===== config.mk =====
export PLATFORM = sky130hd
export DESIGN_NAME = lbk_loopback_ctrl
export DESIGN_NICKNAME = d
export VERILOG_FILES = /design/src/rtl/lbk_pkg.sv /design/src/rtl/lbk_mode_decode.sv /design/src/rtl/lbk_par_source.sv /design/src/rtl/lbk_serial_route.sv /design/src/rtl/lbk_loopback_ctrl.sv
export SDC_FILE = /design/constraint.sdc
export NUM_CORES = 1
export LEC_CHECK = 0
export BUFFER_PORTS_ARGS = -buffer_cell sky130_fd_sc_hd__buf_2
export CAP_MARGIN = 20
export CELL_PAD_IN_SITES_DETAIL_PLACEMENT = 1
export CELL_PAD_IN_SITES_GLOBAL_PLACEMENT = 2
export CORE_MARGIN = 2
export CORE_UTILIZATION = 19
export DETAILED_ROUTE_END_ITERATION = 12
export GPL_ROUTABILITY_DRIVEN = 0
export GPL_TIMING_DRIVEN = 1
export PLACE_DENSITY_LB_ADDON = 0.1
export SLEW_MARGIN = 20
export SYNTH_ARGS = -nofsm -noshare
export SYNTH_HDL_FRONTEND = slang
export SYNTH_HIERARCHICAL = 1
export SYNTH_SLANG_ARGS = --single-unit

===== constraint.sdc =====
create_clock -name clk -period 1 [get_ports clk]
set_clock_uncertainty 0.1 [all_clocks]
set_input_delay 0.05 -clock clk [delete_from_list [all_inputs] [get_ports clk]]
set_output_delay 0.05 -clock clk [all_outputs]
set_load 0.005 [all_outputs]

===== src/rtl/lbk_pkg.sv =====
package lbk_pkg;
    localparam int CHR_W  = 8;
    localparam int STAT_W = 3;
    localparam int MODE_W = 2;

    typedef enum logic [MODE_W-1:0] {
        LB_OFF = 2'b00,
        LB_PAR = 2'b01,
        LB_SER = 2'b10,
        LB_RSV = 2'b11
    } lb_mode_e;

    typedef enum logic [STAT_W-1:0] {
        LS_NORMAL = 3'd0,
        LS_LOS    = 3'd1,
        LS_RESYNC = 3'd2,
        LS_DISP   = 3'd3,
        LS_OOB    = 3'd4,
        LS_UOFLOW = 3'd5
    } link_st_e;

    localparam logic [CHR_W-1:0] IDLE_CHR = 8'hBC;

    typedef struct packed {
        logic [CHR_W-1:0] chr;
        logic             ctl;
        logic             wsync;
        logic             spec;
    } tx_word_t;
endpackage


===== src/rtl/lbk_mode_decode.sv =====
module lbk_mode_decode
    import lbk_pkg::*;
(
    input  logic [MODE_W-1:0] mode_i,
    output logic              par_o,
    output logic              ser_o
);
    always_comb begin
        par_o = 1'b0;
        ser_o = 1'b0;
        case (lb_mode_e'(mode_i))
            LB_PAR:  par_o = 1'b1;
            LB_SER:  ser_o = 1'b1;
            default: ;
        endcase
    end
endmodule


===== src/rtl/lbk_par_source.sv =====
module lbk_par_source
    import lbk_pkg::*;
(
    input  logic [CHR_W-1:0]  rx_chr_i,
    input  logic              rx_kflag_i,
    input  logic [STAT_W-1:0] rx_stat_i,
    output tx_word_t          word_o
);
    logic link_down;

    always_comb begin
        link_down    = (rx_stat_i == LS_LOS) || (rx_stat_i == LS_RESYNC);
        word_o.wsync = 1'b0;
        word_o.spec  = 1'b1;
        if (link_down) begin
            word_o.chr = IDLE_CHR;
            word_o.ctl = 1'b1;
        end else begin
            word_o.chr = rx_chr_i;
            word_o.ctl = rx_kflag_i;
        end
    end
endmodule


===== src/rtl/lbk_serial_route.sv =====
module lbk_serial_route #(
    parameter int SER_W = 1
) (
    input  logic             ser_sel_i,
    input  logic [SER_W-1:0] ser_tx_i,
    input  logic [SER_W-1:0] ser_rx_ext_i,
    output logic [SER_W-1:0] cdr_o,
    output logic [SER_W-1:0] prim_tx_o,
    output logic [SER_W-1:0] red_tx_o
);
    for (genvar gi = 0; gi < SER_W; gi++) begin : g_lane
        assign cdr_o[gi] = ser_sel_i ? ser_tx_i[gi] : ser_rx_ext_i[gi];
    end

    assign prim_tx_o = ser_tx_i;
    assign red_tx_o  = ser_tx_i;
endmodule


===== src/rtl/lbk_loopback_ctrl.sv =====
module lbk_loopback_ctrl
    import lbk_pkg::*;
#(
    parameter int SER_W = 1
) (
    input  logic              clk,
    input  logic              rst,
    input  logic [MODE_W-1:0] lb_mode_i,
    input  logic [CHR_W-1:0]  tx_chr_i,
    input  logic              tx_ctl_i,
    input  logic              tx_wsync_i,
    input  logic              tx_spec_i,
    input  logic [CHR_W-1:0]  rx_chr_i,
    input  logic              rx_kflag_i,
    input  logic [STAT_W-1:0] rx_stat_i,
    input  logic [SER_W-1:0]  ser_tx_i,
    input  logic [SER_W-1:0]  ser_rx_ext_i,
    output logic [CHR_W-1:0]  enc_chr_o,
    output logic              enc_ctl_o,
    output logic              enc_wsync_o,
    output logic              enc_spec_o,
    output logic [SER_W-1:0]  cdr_in_o,
    output logic [SER_W-1:0]  prim_tx_o,
    output logic [SER_W-1:0]  red_tx_o
);
    logic     par_sel;
    logic     ser_sel;
    tx_word_t par_word;
    tx_word_t ext_word;
    tx_word_t word_d, word_q;

    lbk_mode_decode u_dec (
        .mode_i (lb_mode_i),
        .par_o  (par_sel),
        .ser_o  (ser_sel)
    );

    lbk_par_source u_par (
        .rx_chr_i   (rx_chr_i),
        .rx_kflag_i (rx_kflag_i),
        .rx_stat_i  (rx_stat_i),
        .word_o     (par_word)
    );

    lbk_serial_route #(.SER_W(SER_W)) u_ser (
        .ser_sel_i    (ser_sel),
        .ser_tx_i     (ser_tx_i),
        .ser_rx_ext_i (ser_rx_ext_i),
        .cdr_o        (cdr_in_o),
        .prim_tx_o    (prim_tx_o),
        .red_tx_o     (red_tx_o)
    );

    always_comb begin
        ext_word.chr   = tx_chr_i;
        ext_word.ctl   = tx_ctl_i;
        ext_word.wsync = tx_wsync_i;
        ext_word.spec  = tx_spec_i;
        if (rst) begin
            word_d = '0;
        end else if (par_sel) begin
            word_d = par_word;
        end else begin
            word_d = ext_word;
        end
    end

    always_ff @(posedge clk) begin
        word_q <= word_d;
    end

    assign enc_chr_o   = word_q.chr;
    assign enc_ctl_o   = word_q.ctl;
    assign enc_wsync_o = word_q.wsync;
    assign enc_spec_o  = word_q.spec;
endmodule


==> results of run 1 <==
timing repair:
item,in CTS,in global routing
resized for setup,0,0
hold buffers,12,0
setup endpoints to repair,0,0
hold endpoints to repair,11,0
placed cells by master (no fill, tap or decap), types with 2 or more instances in the layout:
cell / n
dfxtp_1: 11
o21a_1: 3
nor2_1: 11
conb_1: 2
buf_4: 2
mux2i_1: 11
dlygate4sd3_1: 12
clkbuf_4: 3
buf_2: 42
o21bai_1: 6
layout make-up:
type	count	area (sq um)
Fill cell	318	1809
Timing Repair Buffer	57	365.4
Multi-Input combinational cell	37	272.8
Sequential cell	11	220.2
Tap cell	31	38.79
Clock buffer	3	22.52
Clock inverter	1	5.005
per-layer routing:
metal	GRT usage [%]	vias to the layer above	part of all wire [%]
met1	12.41	265	45
met2	16.56	25	46
li1	-	285	-
met5	0	-	0
met4	5.980	0	0.97
met3	2.721	2	7.9
per-stage QoR:
stage / hold WS (ns) / total power (uW) / setup TNS, ns / worst slack, ns
after CTS: 0.01675 / 1080 / 0 / 0.1139
after global routing: 0.05588 / 1128 / 0 / 0.09330
after floorplan: 0.02238 / 607.4 / 0 / 0.1361
after global placement: 0.1887 / 720.4 / -0.001320 / -0.001320
final: 0.01703 / 1059 / 0 / 0.1167
after detailed placement: 0.1942 / 723.9 / -0.07423 / -0.03479
power by group through the flow:
stage          logic (uW)  clock network, uW  registers, uW
3_5_place_dp          238                  0            486
6_report              270                314            476
5_1_grt               304                346            479
4_1_cts               274                330            476
2_1_floorplan         116                  0            491
3_3_place_gp          235                  0            485
worst max-delay path, cell delays in order:
cell	delay, ns
buf_2	0.10
nor2b_1	0.15
mux2_4	0.31
buf_2	0.12
flip-flops by register name, indices dropped and copies added (netlist names):
| name | cells |
|---|---|
| enc_chr_o | 8 |
| enc_ctl_o | 1 |
| enc_spec_o | 1 |
| enc_wsync_o | 1 |
path summary, 6_finish.rpt:
kind                          from  cells past startpoint      endpoint
worst max-delay path  lb_mode_i[0]                      4      cdr_in_o
worst min-delay path   rx_chr_i[7]                      4  enc_chr_o[7]
logic make-up (layout without fill, tap and decap cells):
family                 after synthesis  in the layout
buffers and inverters                7             61
AO/OA/AOI/OAI                        9              9
multiplexers                        12             12
XOR/XNOR                             1              1
AND/OR/NAND/NOR                     13             13
flip-flops                          11             11
other                                2              2
==> metrics.cfg, run 1 <==
[run_status]
status = finished, final reports clean

[die]
dieHeight_um = 57.40
die_area_sq_mm = 0.003295
start_util_pct = 19.82
die_width_um = 57.40
io-pin-count = 43
placementRows = 19
core_area_sq_mm = 0.002734

[global_route]
antenna_found_initial = 0
grt_max_degree = 12
grtUsageTotal_pct = 10.34
grt_pass1_vias = 570
grt-ovfl-total = 0
grt_pass1_wl_mm = 2.559

[final_layout]
fin_cells = 140
fin_util_pct = 33.82
diodes = 0
layout-drive-gt1-share_pct = 47.71
layout.nets = 139
final_area_sq_um = 924.6
syn2layout_area_growth_pct = 70.67

[synth]
yosys-top-cells-count = dfxtp_1, mux2i_1, nor2_1
yosys.area.top_type_share_pct = 40.65
synthXorXnorAreaFrac_pct = 3.002
synth_top_area_cell = dfxtp_1
synth_edf_count = 0
synthSimpleGateAreaFrac_pct = 10.39
synth_seq_cells = 11
yosysSeqAreaShare_pct = 40.65
synthesis.area_sq_um = 541.8
netlist-cell-type-count = 14
syn_nets = 84
synth_top_family_by_area = multiplexers
syn_area_per_cell_sq_um = 9.850
yosysWarnings = 6
synthAdderAreaFrac_pct = 0
synth_flop_cell = dfxtp_1
synth_compound_area_share_pct = 12.47
synth_area_leaders = dfxtp_1, mux2i_1, o21bai_1, nor2_1, buf_4
async_reset_ff_share_pct = 0
synth_cells = 55
synth.mux.area_fraction_pct = 23.09

[drt]
vias = 577
drt-vias-per-instance = 4.121
totalWireLength_mm = 1.548
firstDrtPassIters = 2
drc = 0
ant_nets = 0
post_drt_wl_per_cell_um = 11.06
drtIter0Drc = 1

[pwr]
power.leakage_uw = 0.0004679
seqPwrFrac_pct = 44.9
power-per-cell-area_mw_per_mm2 = 1146
power.switching_uw = 277.8
netSwitchingFraction_pct = 26.23
power_frac_clock_pct = 29.6
power.internal_uw = 781.4
ir_drop_mv = 0.4430
comb_power_share_pct = 25.5

[sta]
rsz0062_at_grt = false
hold_viol_final = 0
period_minus_slack_ns = 0.8833
setup_violations = 0
min_period_over_period_pct = 88.33
fmax_mhz = 1132
report.final.slew_viol_count = 0

[placement]
dp.cells = 124
dp_hpwl_mm = 1.183
placed_area_sq_um = 777.0
numPortBuffers = 42

[clock_tree]
cts_tree = yes
cts-root-buf = clkbuf_4
cts_buffer_depth = 2
htree_levels = 1
post-cts-setup-buffer-count = 0
cts_made_buffers = 3
clk_pin_slew_ns = 0.08
cts_num_sinks = 11

[critical_path]
end_kind = output pin
cp_max_fo = 2
worstPathRequired_ns = 0.85
crit_path_start_kind = input port
critPathKind = input port to output pin
cp.arrival_ns = 0.73

[worst_hold_path]
hold_path_class = input port to flop

[run]
drv_cap = 0

Note: power is estimated with default switching activity, not from simulation.
==> run 2: changes to the inputs <==
CELL_PAD_IN_SITES_GLOBAL_PLACEMENT = 1   (was 2)
CORE_UTILIZATION = 25   (was 19)
==> run 2 against run 1 <==
Setup slack better by 0.0020 ns. Via count up 0.35%. Non-clock buffer count did not move. Routed wire length is 2.1% higher. Critical endpoint unchanged. Clock power decreased by 2%. Global-route usage rose by 3.6 points. Sequential power about the same.
==> metrics.cfg, run 2 (synthesis gave the netlist of run 1 again) <==
[drt]
firstDrtPassIters = 2  ; unchanged
totalWireLength_mm = 1.580  ; was 1.548 mm
post_drt_wl_per_cell_um = 11.62  ; was 11.06 um
vias = 579  ; was 577
drtIter0Drc = 3  ; was 1
ant_nets = 0  ; unchanged
drt-vias-per-instance = 4.257  ; was 4.121
drc = 0  ; unchanged

[critical_path]
worstPathRequired_ns = 0.85  ; about the same
cp.arrival_ns = 0.73  ; about the same
cp_max_fo = 2  ; unchanged
crit_path_start = lb_mode_i[1]  ; was lb_mode_i[0]
critPathKind = input port to output pin  ; unchanged
end_kind = output pin  ; unchanged
crit_path_start_kind = input port  ; unchanged

[final_layout]
final_cell_mix = buf_2, dlygate4sd3_1, mux2i_1, nor2_1, dfxtp_1  ; unchanged
layout.nets = 139  ; unchanged
largest_register_ffs = 8  ; unchanged
mostFrequentLayoutCell = buf_2  ; unchanged
fillCellCount = 256  ; was 318
layout-drive-gt1-share_pct = 46.79  ; was 47.71%
syn2layout_area_growth_pct = 69.51  ; was 70.67%
fin_util_pct = 45.88  ; was 33.82%
diodes = 0  ; unchanged

[die]
die_area_sq_mm = 0.002555  ; was 0.003295 sq mm
die_width_um = 50.55  ; was 57.40 um
dieHeight_um = 50.55  ; was 57.40 um
core_area_sq_mm = 0.002002  ; was 0.002734 sq mm
io-pin-count = 43  ; unchanged
start_util_pct = 27.06  ; was 19.82%
placementRows = 16  ; was 19

[clock_tree]
cts_made_buffers = 3  ; unchanged
cts_buffer_depth = 2  ; unchanged
cts-root-buf = clkbuf_4  ; unchanged
cts_tree = yes  ; unchanged
clk_pin_slew_ns = 0.07  ; was 0.08 ns
htree_levels = 1  ; unchanged
cts_num_sinks = 11  ; unchanged
post-cts-setup-buffer-count = 0  ; unchanged

[sta]
min_period_over_period_pct = 88.13  ; was 88.33%
rsz0062_at_grt = false  ; unchanged
period_minus_slack_ns = 0.8813  ; was 0.8833 ns
fmax_mhz = 1135  ; was 1132 MHz
report.final.slew_viol_count = 0  ; unchanged
setup_violations = 0  ; unchanged
hold_viol_final = 0  ; unchanged

[worst_hold_path]
hp-start = rx_chr_i[5]  ; was rx_chr_i[7]
hold_path_class = input port to flop  ; unchanged

[run]
drv_cap = 0  ; unchanged

[pwr]
ir_drop_mv = 0.4127  ; was 0.4430 mV
power.leakage_uw = 0.0004651  ; was 0.0004679 uW
total_power_uw = 1052  ; was 1059 uW
power-per-cell-area_mw_per_mm2 = 1146  ; about the same

[global_route]
grt_pass1_vias = 571  ; was 570
antenna_found_initial = 0  ; unchanged
grtUsageTotal_pct = 13.92  ; was 10.34%
grt_max_degree = 12  ; unchanged
grt-ovfl-total = 0  ; unchanged
grt_pass1_wl_mm = 2.566  ; was 2.559 mm

[run_status]
status = finished, final reports clean  ; unchanged

[placement]
numPortBuffers = 42  ; unchanged

==> run 2: repair_timing <==
item	CTS	global route
gates resized for setup	0	0
hold endpoints to repair	11	0
hold buffers	12	0
==> run 2: critical path, cell delays in order <==
cell and delay [ns]:
buf_2 0.08, nor2b_1 0.16, mux2_4 0.31, buf_2 0.12
==> run 2: worst paths after layout <==
kind | endpoint | depth (start not counted)
hold / removal | enc_chr_o[5] | 4
setup / recovery | cdr_in_o | 4
==> run 2: layer usage <==
metal	part of all wire, %	track usage (%)	vias to the layer above
met2	57	25.00	20
li1	-	-	285
met5	0	0	-
met1	36	15.20	272
met3	5.9	2.381	2
met4	1.2	8.108	0
==> run 2: cell type report <==
type / instances / area (sq um) / area share, %
Multi-Input combinational cell: 37 / 272.8 / 29.70
Tap cell: 27 / 33.78 / 3.678
Timing Repair Buffer: 57 / 365.4 / 39.78
Clock buffer: 4 / 26.28 / 2.861
Sequential cell: 11 / 220.2 / 23.98
==> run 2: through the flow <==
stage                     worst slack (ns)  instance area, sq um  instances  hold WS [ns]    TNS [ns]
after floorplan                     0.1361                 541.8         55       0.02238           0
after global placement          -0.0002084                 772.0        120        0.1804  -0.0002084
after detailed placement          -0.01585                 772.0        120        0.1908    -0.03068
after CTS                           0.1117                 918.4        136       0.01068           0
after global routing               0.06606                 918.4        136       0.03042           0
final                               0.1187                 918.4        136       0.01677           0
==> run 2: power breakdown <==
| group | internal [uW] | leakage (uW) | switching, uW |
|---|---|---|---|
| logic | 165 | 0.000358 | 104 |
| registers | 468 | 0.0000917 | 6.37 |
| clock network | 154 | 0.0000150 | 154 |
| total | 788 | 0.000465 | 265 |
==> run 3: changes to the inputs <==
CORE_UTILIZATION = 23   (was 25)
SYNTH_HIERARCHICAL = default   (was 1)
==> run 3 against run 2 <==
Via count decreased by 12%. Power shrank 5.3%. Global-route usage down 1.5 points. Fmax shrank 4.0%. Setup slack lost 0.037 ns. Combinational power is 16% lower. Sequential power about the same. Core utilization fell by 1.3 points. Worst hold slack better by 0.012 ns. Critical path type is now input port to flop. Largest power group unchanged.
==> metrics.cfg, run 3 <==
[run_status]
status = finished, final reports clean  ; unchanged

[die]
core_area_sq_mm = 0.001902  ; was 0.002002 sq mm
die_area_sq_mm = 0.002329  ; was 0.002555 sq mm
io-pin-count = 43  ; unchanged
die_width_um = 48.26  ; was 50.55 um
dieHeight_um = 48.26  ; was 50.55 um
placementRows = 16  ; unchanged
start_util_pct = 23.68  ; was 27.06%

[drt]
totalWireLength_mm = 1.373  ; was 1.580 mm
drt-vias-per-instance = 4.138  ; was 4.257
drc = 0  ; unchanged
firstDrtPassIters = 4  ; was 2
drtIter0Drc = 1  ; was 3
vias = 509  ; was 579
post_drt_wl_per_cell_um = 11.16  ; was 11.62 um
ant_nets = 0  ; unchanged

[synth]
netlist-cell-type-count = 14  ; unchanged
synth_seq_cells = 11  ; unchanged
async_reset_ff_share_pct = 0  ; unchanged
synth_most_common_cell = dfxtp_1
yosys.area.top_type_share_pct = 48.89  ; was 40.65%
syn_nets = 66  ; was 84
synth_top_area_cell = dfxtp_1  ; unchanged
synth_edf_count = 0  ; unchanged
yosys-top-cells-count = dfxtp_1, o221a_1, a211oi_1, mux2i_1, nor2_1  ; was dfxtp_1, mux2i_1, nor2_1
synth_cells = 37  ; was 55
synth_flop_cell = dfxtp_1  ; unchanged
syn_area_per_cell_sq_um = 12.17  ; was 9.850 sq um
synth_area_leaders = dfxtp_1, o221a_1, mux2i_1, a211oi_1, buf_6  ; was dfxtp_1, mux2i_1, o21bai_1, nor2_1, buf_4
yosysSeqAreaShare_pct = 48.89  ; was 40.65%
yosysWarnings = 0  ; was 6
synthesis.area_sq_um = 450.4  ; was 541.8 sq um

[clock_tree]
cts_tree = yes  ; unchanged
cts-root-buf = clkbuf_4  ; unchanged
post-cts-setup-buffer-count = 0  ; unchanged
cts_made_buffers = 3  ; unchanged
htree_levels = 1  ; unchanged
clk_pin_slew_ns = 0.07  ; about the same
cts_buffer_depth = 2  ; unchanged
cts_num_sinks = 11  ; unchanged

[critical_path]
worstPathRequired_ns = 1.10  ; was 0.85 ns
cp.arrival_ns = 1.02  ; was 0.73 ns
critPathKind = input port to flop  ; was input port to output pin
cp_max_fo = 6  ; was 2
end_kind = flop  ; was output pin
crit_path_start_kind = input port  ; unchanged

[global_route]
grt-ovfl-total = 0  ; unchanged
grt_max_degree = 8  ; was 12
grtUsageTotal_pct = 12.41  ; was 13.92%
grt_pass1_wl_mm = 1.925  ; was 2.566 mm
grt_pass1_vias = 444  ; was 571
antenna_found_initial = 0  ; unchanged

[pwr]
power.switching_uw = 232.1  ; was 264.6 uW
ir_drop_mv = 0.4480  ; was 0.4127 mV
netSwitchingFraction_pct = 23.28  ; was 25.14%
power_frac_clock_pct = 29.7  ; was 29.3%
power.leakage_uw = 0.0004147  ; was 0.0004651 uW
seqPwrFrac_pct = 47.6  ; was 45.1%
power.internal_uw = 764.7  ; was 787.7 uW
comb_power_share_pct = 22.7  ; was 25.6%
power-per-cell-area_mw_per_mm2 = 1175  ; was 1146 mW/mm^2

[sta]
period_minus_slack_ns = 0.9179  ; was 0.8813 ns
worst-slew-pin-transition_ns = 0.2710
setup_violations = 0  ; unchanged
fin_setup_tns_ns = 0  ; unchanged
min_period_over_period_pct = 91.79  ; was 88.13%
report.final.slew_viol_count = 0  ; unchanged
hold_viol_final = 0  ; unchanged
fmax_mhz = 1089  ; was 1135 MHz
whs_ns = 0.02891  ; was 0.01677 ns
slew-limit-headroom_pct = 81.93
setup_ws_ns = 0.08211  ; was 0.1187 ns
rsz0062_at_grt = false  ; unchanged

[final_layout]
multi_input_area_sq_um = 188.9  ; was 272.8 sq um
fillCellCount = 233  ; was 256
largest_register_ffs = 8  ; unchanged
fin_cells = 123  ; was 136
seq_area_sq_um = 220.2  ; unchanged
layout-drive-gt1-share_pct = 52.08  ; was 46.79%
syn2layout_area_growth_pct = 88.33  ; was 69.51%
final_area_sq_um = 848.3  ; was 918.4 sq um
layout.nets = 126  ; was 139
final_cell_mix = buf_2, dlygate4sd3_1, dfxtp_1  ; was buf_2, dlygate4sd3_1, mux2i_1, nor2_1, dfxtp_1
diodes = 0  ; unchanged
mostFrequentLayoutCell = buf_2  ; unchanged

[worst_hold_path]
hold_path_class = input port to flop  ; unchanged
hp-start = tx_chr_i[0]  ; was rx_chr_i[5]
holdPathEnd = enc_chr_o[0]  ; was enc_chr_o[5]
worstHoldPathCells = 3  ; was 4

[placement]
dp_hpwl_um = 946.6
placed_area_sq_um = 671.9  ; was 772.0 sq um
numPortBuffers = 42  ; unchanged
dp.cells = 104  ; was 120
pre_cts_ws_ns = -0.009007  ; was -0.01585 ns

[run]
drv_cap = 0  ; unchanged

## run 3: cell count changes in the layout (fill, tap and decap cells not counted), sizes merged, moves of 3 or more
cell         previous run  this run
o21bai                  6         0
a211oi                  0         3
dlygate4sd3            12        15
mux2i                  11         3
o21a                    3         0
o221a                   0         6
nor2                   11         3
## run 3: worst max-delay path by stage
| stage | start | cells after the start | slack, ns | endpoint |
|---|---|---|---|---|
| 4_1_cts | rst | 4 | 0.02 | enc_chr_o[5] |
| 2_1_floorplan | lb_mode_i[0] | 4 | 0.16 | enc_chr_o[3] |
| 6_report | rst | 4 | 0.08 | enc_chr_o[5] |
| 3_5_place_dp | lb_mode_i[1] | 4 | -0.009 | enc_chr_o[5] |
| 3_3_place_gp | lb_mode_i[1] | 4 | 0.004 | enc_chr_o[5] |
| 5_1_grt | rst | 4 | 0.03 | enc_chr_o[5] |
## run 3: kinds of logic after synthesis
kind of cell | count (synthesis) | synth area share, %
buf+inv | 5 | 9.165
simple gates | 6 | 8.889
xor+xnor | 1 | 1.945
flops | 11 | 48.89
compound gates | 10 | 21.94
mux | 4 | 9.167
## run 3: per-stage QoR
step	power [uW]	util (%)
2_1_floorplan	568.8	-
3_3_place_gp	665.9	35.33
3_5_place_dp	666.6	35.33
4_1_cts	1005	44.61
5_1_grt	1053	44.61
6_report	996.8	44.61
## run 3: timing repair
action,CTS,global route
resized for setup,0,1
hold endpoints to repair,11,0
hold buffers,15,0
setup endpoints to repair,0,6
## run 3: critical path, cell delays in order
cell,delay [ns]
dlygate4sd3_1,0.53
buf_2,0.16
inv_2,0.10
o221a_1,0.18
## run 3: area by class of cell
type                    count  share of cell area, %
inverters                   1                 0.4425
repair buffers             59                  44.25
clock buffers               4                  3.097
well taps                  27                  3.982
flip-flops and latches     11                  25.96
multi-input cells          21                  22.27
## run 3: power by group through the flow
stage	sequential, uW	combinational, uW	clock, uW
2_1_floorplan	491	77.7	0
3_3_place_gp	485	181	0
3_5_place_dp	486	181	0
4_1_cts	475	227	303
5_1_grt	478	252	322
6_report	475	226	296
## run 3: metal layers
metal	vias to the layer above	global-route usage [%]	share of wire, %
met2	23	20.00	50
met1	229	15.47	42
met3	2	2.593	6.8
li1	255	-	-
met5	-	0	0
met4	0	6.486	1.4
